<file path="src/rtl/bufq_pkg.sv">
package bufq_pkg;
  typedef enum logic [1:0] {
    END_IDLE  = 2'd0,
    END_STORE = 2'd1,
    END_DROP  = 2'd2
  } end_act_e;
endpackage

</file>
<file path="src/rtl/bufq_lowfree.sv">
module bufq_lowfree #(
  parameter int W = 16,
  localparam int IW = (W > 1) ? $clog2(W) : 1
) (
  input  logic [W-1:0]  vec,
  output logic          found,
  output logic [IW-1:0] idx
);
  always_comb begin
    found = 1'b0;
    idx   = '0;
    for (int i = W - 1; i >= 0; i--) begin
      if (vec[i]) begin
        found = 1'b1;
        idx   = IW'(i);
      end
    end
  end

  always_comb begin
    if (found) a_r2_pick_free: assert (vec[idx]);
  end
endmodule

</file>
<file path="src/rtl/bufq_bitmap.sv">
module bufq_bitmap #(
  parameter int NUM_BLOCKS = 16,
  localparam int BLK_W = $clog2(NUM_BLOCKS)
) (
  input  logic                  clk,
  input  logic                  rst_n,
  input  logic                  alloc_req,
  input  logic [NUM_BLOCKS-1:0] rel_mask,
  output logic                  grant,
  output logic [BLK_W-1:0]      grant_blk,
  output logic                  no_buf
);
  logic [NUM_BLOCKS-1:0] used_q, used_d, free_vec, claim;
  logic                  any_free;

  // release is applied before the search
  assign free_vec = ~used_q | rel_mask;

  bufq_lowfree #(.W(NUM_BLOCKS)) u_enc (
    .vec   (free_vec),
    .found (any_free),
    .idx   (grant_blk)
  );

  assign grant  = alloc_req & any_free;
  assign no_buf = ~any_free;

  always_comb begin
    claim = '0;
    if (grant) claim[grant_blk] = 1'b1;
    used_d = (used_q & ~rel_mask) | claim;
  end

  always_ff @(posedge clk or negedge rst_n) begin
    if (!rst_n) used_q <= '0;
    else        used_q <= used_d;
  end

  a_r2_claimed: assert property (@(posedge clk) disable iff (!rst_n)
    grant |=> used_q[$past(grant_blk)]);
  a_r7_released: assert property (@(posedge clk) disable iff (!rst_n)
    ((|rel_mask) && !grant) |=> ((used_q & $past(rel_mask)) == '0));
  a_r3_nobuf_full: assert property (@(posedge clk) disable iff (!rst_n)
    no_buf |-> (&used_q));
endmodule

</file>
<file path="src/rtl/bufq_ring.sv">
module bufq_ring #(
  parameter int DEPTH  = 4,
  parameter int BCNT_W = 11,
  parameter int BLK_W  = 4,
  localparam int PW = $clog2(DEPTH)
) (
  input  logic              clk,
  input  logic              rst_n,
  input  logic              wr_en,
  input  logic [BCNT_W-1:0] wr_bcnt,
  input  logic [BLK_W-1:0]  wr_blk,
  input  logic              rd_en,
  output logic              pend,
  output logic              full,
  output logic [BCNT_W-1:0] head_bcnt,
  output logic [BLK_W-1:0]  head_blk
);
  logic [PW:0]       wptr_q, wptr_d, rptr_q, rptr_d;
  logic [BCNT_W-1:0] mem_bcnt [DEPTH];
  logic [BLK_W-1:0]  mem_blk  [DEPTH];

  assign pend = (wptr_q != rptr_q);
  assign full = (wptr_q[PW] != rptr_q[PW]) && (wptr_q[PW-1:0] == rptr_q[PW-1:0]);
  assign head_bcnt = mem_bcnt[rptr_q[PW-1:0]];
  assign head_blk  = mem_blk[rptr_q[PW-1:0]];

  always_comb begin
    wptr_d = wptr_q;
    rptr_d = rptr_q;
    if (wr_en) wptr_d = wptr_q + 1'b1;
    if (rd_en) rptr_d = rptr_q + 1'b1;
  end

  always_ff @(posedge clk or negedge rst_n) begin
    if (!rst_n) begin
      wptr_q <= '0;
      rptr_q <= '0;
    end else begin
      wptr_q <= wptr_d;
      rptr_q <= rptr_d;
    end
  end

  always_ff @(posedge clk) begin
    if (wr_en) begin
      mem_bcnt[wptr_q[PW-1:0]] <= wr_bcnt;
      mem_blk[wptr_q[PW-1:0]]  <= wr_blk;
    end
  end

  a_r9_no_overflow: assert property (@(posedge clk) disable iff (!rst_n)
    wr_en |-> !full);
  a_r10_no_underflow: assert property (@(posedge clk) disable iff (!rst_n)
    rd_en |-> pend);
  a_r5_pend_after_store: assert property (@(posedge clk) disable iff (!rst_n)
    wr_en |=> pend);
  a_r6_head_stable: assert property (@(posedge clk) disable iff (!rst_n)
    (pend && !rd_en) |=> ($stable(head_bcnt) && $stable(head_blk)));
endmodule

</file>
<file path="src/rtl/bufq_top.sv">
module bufq_top #(
  parameter int NUM_PORTS  = 4,
  parameter int NUM_BLOCKS = 16,
  parameter int RING_DEPTH = 4,
  parameter int BCNT_W     = 11,
  localparam int BLK_W  = $clog2(NUM_BLOCKS),
  localparam int PORT_W = $clog2(NUM_PORTS)
) (
  input  logic                 clk,
  input  logic                 rst_n,
  input  logic                 rx_start,
  output logic                 rx_grant,
  output logic [BLK_W-1:0]     rx_blk,
  output logic                 no_buf,
  input  logic                 rx_end,
  input  logic                 rx_ok,
  input  logic [PORT_W-1:0]    rx_port,
  input  logic [BCNT_W-1:0]    rx_bcnt,
  input  logic [BLK_W-1:0]     rx_end_blk,
  output logic [NUM_PORTS-1:0] tx_pend,
  input  logic [PORT_W-1:0]    tx_port,
  output logic [BCNT_W-1:0]    tx_head_bcnt,
  output logic [BLK_W-1:0]     tx_head_blk,
  input  logic                 tx_done
);
  import bufq_pkg::*;

  logic [NUM_PORTS-1:0]  ring_full, ring_wr, ring_rd;
  logic [BCNT_W-1:0]     head_bcnt [NUM_PORTS];
  logic [BLK_W-1:0]      head_blk  [NUM_PORTS];
  logic [NUM_BLOCKS-1:0] rel_mask;
  logic                  tx_retire;
  end_act_e              end_act;

  always_comb begin
    end_act = END_IDLE;
    if (rx_end) begin
      if (rx_ok && !ring_full[rx_port]) end_act = END_STORE;
      else                              end_act = END_DROP;
    end
  end

  assign tx_retire = tx_done & tx_pend[tx_port];

  always_comb begin
    ring_wr = '0;
    ring_rd = '0;
    if (end_act == END_STORE) ring_wr[rx_port] = 1'b1;
    if (tx_retire)            ring_rd[tx_port] = 1'b1;
  end

  always_comb begin
    rel_mask = '0;
    if (end_act == END_DROP) rel_mask[rx_end_blk] = 1'b1;
    if (tx_retire)           rel_mask[head_blk[tx_port]] = 1'b1;
  end

  assign tx_head_bcnt = head_bcnt[tx_port];
  assign tx_head_blk  = head_blk[tx_port];

  bufq_bitmap #(.NUM_BLOCKS(NUM_BLOCKS)) u_bitmap (
    .clk       (clk),
    .rst_n     (rst_n),
    .alloc_req (rx_start),
    .rel_mask  (rel_mask),
    .grant     (rx_grant),
    .grant_blk (rx_blk),
    .no_buf    (no_buf)
  );

  for (genvar p = 0; p < NUM_PORTS; p++) begin : g_ring
    bufq_ring #(.DEPTH(RING_DEPTH), .BCNT_W(BCNT_W), .BLK_W(BLK_W)) u_ring (
      .clk       (clk),
      .rst_n     (rst_n),
      .wr_en     (ring_wr[p]),
      .wr_bcnt   (rx_bcnt),
      .wr_blk    (rx_end_blk),
      .rd_en     (ring_rd[p]),
      .pend      (tx_pend[p]),
      .full      (ring_full[p]),
      .head_bcnt (head_bcnt[p]),
      .head_blk  (head_blk[p])
    );
  end

  a_r8_error_no_store: assert property (@(posedge clk) disable iff (!rst_n)
    (rx_end && !rx_ok) |=> $stable(tx_pend) || ($past(tx_retire) && !$past(ring_wr)));
  a_r10_idle_done_ignored: assert property (@(posedge clk) disable iff (!rst_n)
    (tx_done && !tx_pend[tx_port] && !rx_end) |-> (rel_mask == '0));
endmodule

</file>
<file path="config.mk">
export PLATFORM = sky130hd
export DESIGN_NAME = bufq_top
export DESIGN_NICKNAME = d
export VERILOG_FILES = /design/src/rtl/bufq_pkg.sv /design/src/rtl/bufq_lowfree.sv /design/src/rtl/bufq_bitmap.sv /design/src/rtl/bufq_ring.sv /design/src/rtl/bufq_top.sv
export SDC_FILE = /design/constraint.sdc
export NUM_CORES = 1
export LEC_CHECK = 0
export ABC_AREA = 1
export BUFFER_PORTS_ARGS = -buffer_cell sky130_fd_sc_hd__buf_4
export CAP_MARGIN = 20
export CORE_ASPECT_RATIO = 0.8
export CORE_MARGIN = 1.5
export CORE_UTILIZATION = 62
export CTS_CLUSTER_DIAMETER = 100
export CTS_CLUSTER_SIZE = 10
export DETAILED_ROUTE_END_ITERATION = 12
export MAX_ROUTING_LAYER = met4
export PLACE_DENSITY = 0.87
export SLEW_MARGIN = 20
export SYNTH_ARGS = -nofsm -noshare
export SYNTH_HDL_FRONTEND = slang
export SYNTH_SLANG_ARGS = --single-unit
</file>
<file path="constraint.sdc">
create_clock -name clk -period 3.9 [get_ports clk]
set_clock_uncertainty 0.15 [all_clocks]
set_input_delay 0 -clock clk [delete_from_list [all_inputs] [get_ports clk]]
set_output_delay 0 -clock clk [all_outputs]
set_load 0.1 [all_outputs]
</file>
==> impl_metrics.json <==
{
  "fill_cells": 1216,
  "dp_hpwl_mm": 18.93,
  "dr_total_vias": 8806,
  "maxSlewViolCount": 0,
  "drc": 0,
  "gp_congestion": 0.9302,
  "arrival_ns": 3.62,
  "end_kind": "output pin",
  "antenna_found_initial": 1,
  "drt_iter0_drc": 1122,
  "outcome": "completed",
  "postRouteAntennaNets": 0,
  "ys_seq_elements": 280,
  "grt_overflow": 0,
  "grt_pass1_wl_mm": 46.11,
  "placed_cells": 1398,
  "wirelength_mm": 30.26,
  "async_reset_ff_share_pct": 14.29,
  "finalHoldViolCount": 0,
  "min_period_ns": 3.772,
  "startpoint_type": "input port",
  "final_common_cell": "edfxtp_1",
  "multi_input_area_um2": 3558,
  "path_max_fanout": 10,
  "ys_seq_area_share_pct": 66.72,
  "clock_latency_ns": 0.55,
  "row_count": 45,
  "ys_top_cells_by_area": "edfxtp_1 59%, dfrtp_1 8.1%, nand2_1 6.6%, nor2_1 4.6%, o21ai_0 3.7%",
  "r2r-start": "g_ring[3].u_ring.rptr_q[0]",
  "htreeDepth": 1,
  "crit_family": "buffers and inverters",
  "setup_viol": 0,
  "syn_nets": 1153,
  "max_freq_ghz": 0.2651,
  "max-slew-margin-rel_pct": 52.51,
  "final_nets": 1246,
  "cts_sinks": 280,
  "placedInstanceArea_um2": 12980,
  "cts_buffer_depth": 3,
  "worst_hold_path_type": "input port to flop",
  "yosys_warnings": 0,
  "worst_slew_pin_slew_ns": 0.7115,
  "cts_buffers": 31,
  "grt.total_usage_pct": 30.63,
  "fp.dieW_um": 160.5,
  "ys_types": 43,
  "cp-startpoint": "tx_port[1]",
  "path_class": "input port to output pin",
  "ys_dominant_reg_cell": "edfxtp_1",
  "seqCellArea_um2": 8210,
  "cts_tree": "done",
  "hold_path.startpoint": "rx_bcnt[5]",
  "leakage_uw": 0.005424,
  "syn_to_final_growth_pct": 15.79,
  "stdcell_count": 1485,
  "crit_chain": "dlygate4sd3_1, buf_4, nand2_1, clkinv_1, buf_4, nand3_1, nand2_1, nor2_4, inv_2, nand2_1, nor2_1, a211oi_2, inv_1, nor2_4, nand2_1, nor2_1, inv_2, a21oi_2, buf_4",
  "synth_edf_count": 240,
  "rsz0062_at_grt": "false",
  "grt_pass1_vias": 8555,
  "io_pins": 50,
  "syn_inst": 1108,
  "crit_slowest_cell": "dlygate4sd3_1",
  "layout.cell_area.non_filler_um2": 14240,
  "portBuffers": 49,
  "die_h_um": 129.0,
  "grt_max_degree": 41,
  "min_period_over_period_pct": 96.72,
  "crit_required_ns": 3.75,
  "path_buf_inv": 8,
  "critPathMostFrequentCell": "nand2_1",
  "synth_top_area_share_pct": 58.58,
  "layout-drive-gt1-share_pct": 15.17,
  "yosysTopAreaCell": "edfxtp_1",
  "core_um2": 19200,
  "ir_drop_v": 0.0004796,
  "avgSynthCellArea_um2": 11.10,
  "viasPerCell": 5.930,
  "power_density_nw_per_um2": 760.8,
  "final_cell_mix": "240 x edfxtp_1, 215 x nand2_1, 147 x nor2_1",
  "cpPeakStageDelay_ns": 0.54,
  "path_clk_slew_ns": 0.05,
  "die_area_um2": 20700,
  "wl_per_cell_um": 20.38,
  "syn_area_um2": 12300,
  "first_pass_iters": 5,
  "initial_core_util_pct": 64.07,
  "cap_violations": 0,
  "root_buffer": "clkbuf_16"
}
-- metrics by stage --
| step | setup TNS (ns) | util, % | setup WS, ns | total power (µW) | hold slack (ns) |
|---|---|---|---|---|---|
| 5_1_grt | 0 | 74.19 | 0.003491 | 11330 | 0.1799 |
| 2_1_floorplan | -0.1559 | - | -0.1559 | 7070 | -0.4456 |
| 3_5_place_dp | 0 | 67.60 | 0.4982 | 8058 | -0.1304 |
| 3_3_place_gp | 0 | 67.60 | 0.5989 | 7915 | -0.1323 |
| 6_report | 0 | 74.19 | 0.1278 | 10840 | 0.1791 |
| 4_1_cts | 0 | 73.67 | 0.08297 | 10660 | 0.1681 |
-- layer usage --
layer | up-vias | wire [µm] | part of all wire (%) | global-route usage, %
li1 | 3987 | - | - | -
met2 | 579 | 14210 | 47 | 47.72
met4 | 0 | 590 | 1.9 | 8.631
met5 | - | 0 | 0 | -
met3 | 67 | 3699 | 12 | 6.512
met1 | 4173 | 11760 | 39 | 41.31
-- repair_timing --
item	4_1_cts	5_1_grt
hold endpoints to repair	317	0
hold buffers	27	0
setup buffers	0	2
setup endpoints to repair	1	6
gates resized for setup	1	29
pin swaps	0	1
-- Yosys cell counts (2+ instances only) --
cell type and count:
o22ai_1 44, inv_1 68, dfrtp_1 40, inv_2 22, a21oi_1 6, buf_4 11
buf_6 3, o21ai_1 3, xnor2_1 7, nand2_4 4, nor3_2 2, xor2_1 16
nand2_2 6, nand4_1 15, nand2_1 215, nand3_1 67, buf_2 3, a31oi_1 2
nor2_2 11, a211oi_2 3, nand3_2 2, nor3_1 6, ha_1 20, o21ai_0 91
nor2_1 151, clkbuf_1 27, edfxtp_1 240, nor2_4 7, clkinv_1 2
-- worst register-to-register path, stage by stage (launching register included) --
cell	delay, ns
dfrtp_1	0.42
buf_6	0.29
xnor2_2	0.17
nand2_1	0.11
nor2_1	0.22
nor2_1	0.09
nand2_2	0.12
nand2_4	0.09
inv_2	0.09
nand3_2	0.14
nor2_1	0.13
nor2_1	0.07
inv_1	0.11
nor2_1	0.05
nand2_1	0.12
clkinv_1	0.13
nor2_1	0.15
inv_2	0.07
a21oi_2	0.16
nor3_2	0.06
nand2_1	0.08
o21ai_1	0.07
-- power by group --
| group | total (µW) | leakage [µW] | switching (µW) | internal [µW] |
|---|---|---|---|---|
| clock network | 2580 | 0.000417 | 1090 | 1490 |
| registers | 3720 | 0.00264 | 207 | 3510 |
| logic | 4530 | 0.00237 | 3340 | 1190 |
-- sequential cells by signal (all words and copies together) (netlist names) --
signal / count
g_ring.u_ring.mem_bcnt: 176
u_bitmap.used_q: 16
g_ring.u_ring.rptr_q: 12
g_ring.u_ring.mem_blk: 64
g_ring.u_ring.wptr_q: 12
-- worst paths after layout --
kind | endpoint | slack [ns] | cells past startpoint
max reg2reg | u_bitmap.used_q[1] | 0.66 | 21
max in group asynchronous | g_ring[1].u_ring.rptr_q[0] | 3.04 | 4
min in group asynchronous | g_ring[0].u_ring.wptr_q[0] | 0.33 | 4
min | g_ring[3].u_ring.mem_bcnt[0][5] | 0.18 | 2
min reg2reg | g_ring[1].u_ring.wptr_q[2] | 0.34 | 1
max | rx_blk[2] | 0.13 | 19
-- logic make-up after synthesis --
group | count (synthesis) | share of synthesized area [%]
AOI/OAI and AO/OA | 161 | 7.730
xor gates and xnor gates | 23 | 1.637
adders and majority gates | 20 | 2.034
buffers and inverters | 138 | 4.780
DFF | 280 | 66.72
and+or+nand+nor | 486 | 17.10
-- area by class of cell --
| cell class | count | area share (%) |
|---|---|---|
| flip-flops and latches | 280 | 57.64 |
| well taps | 258 | 2.266 |
| multi-input cells | 690 | 24.98 |
| inverters | 93 | 2.635 |
| repair buffers | 105 | 6.263 |
| clock inverters | 1 | 0.06149 |
| clock buffers | 57 | 6.131 |
| diodes | 1 | 0.01757 |
No activity file was read; power rests on OpenSTA's default activity.
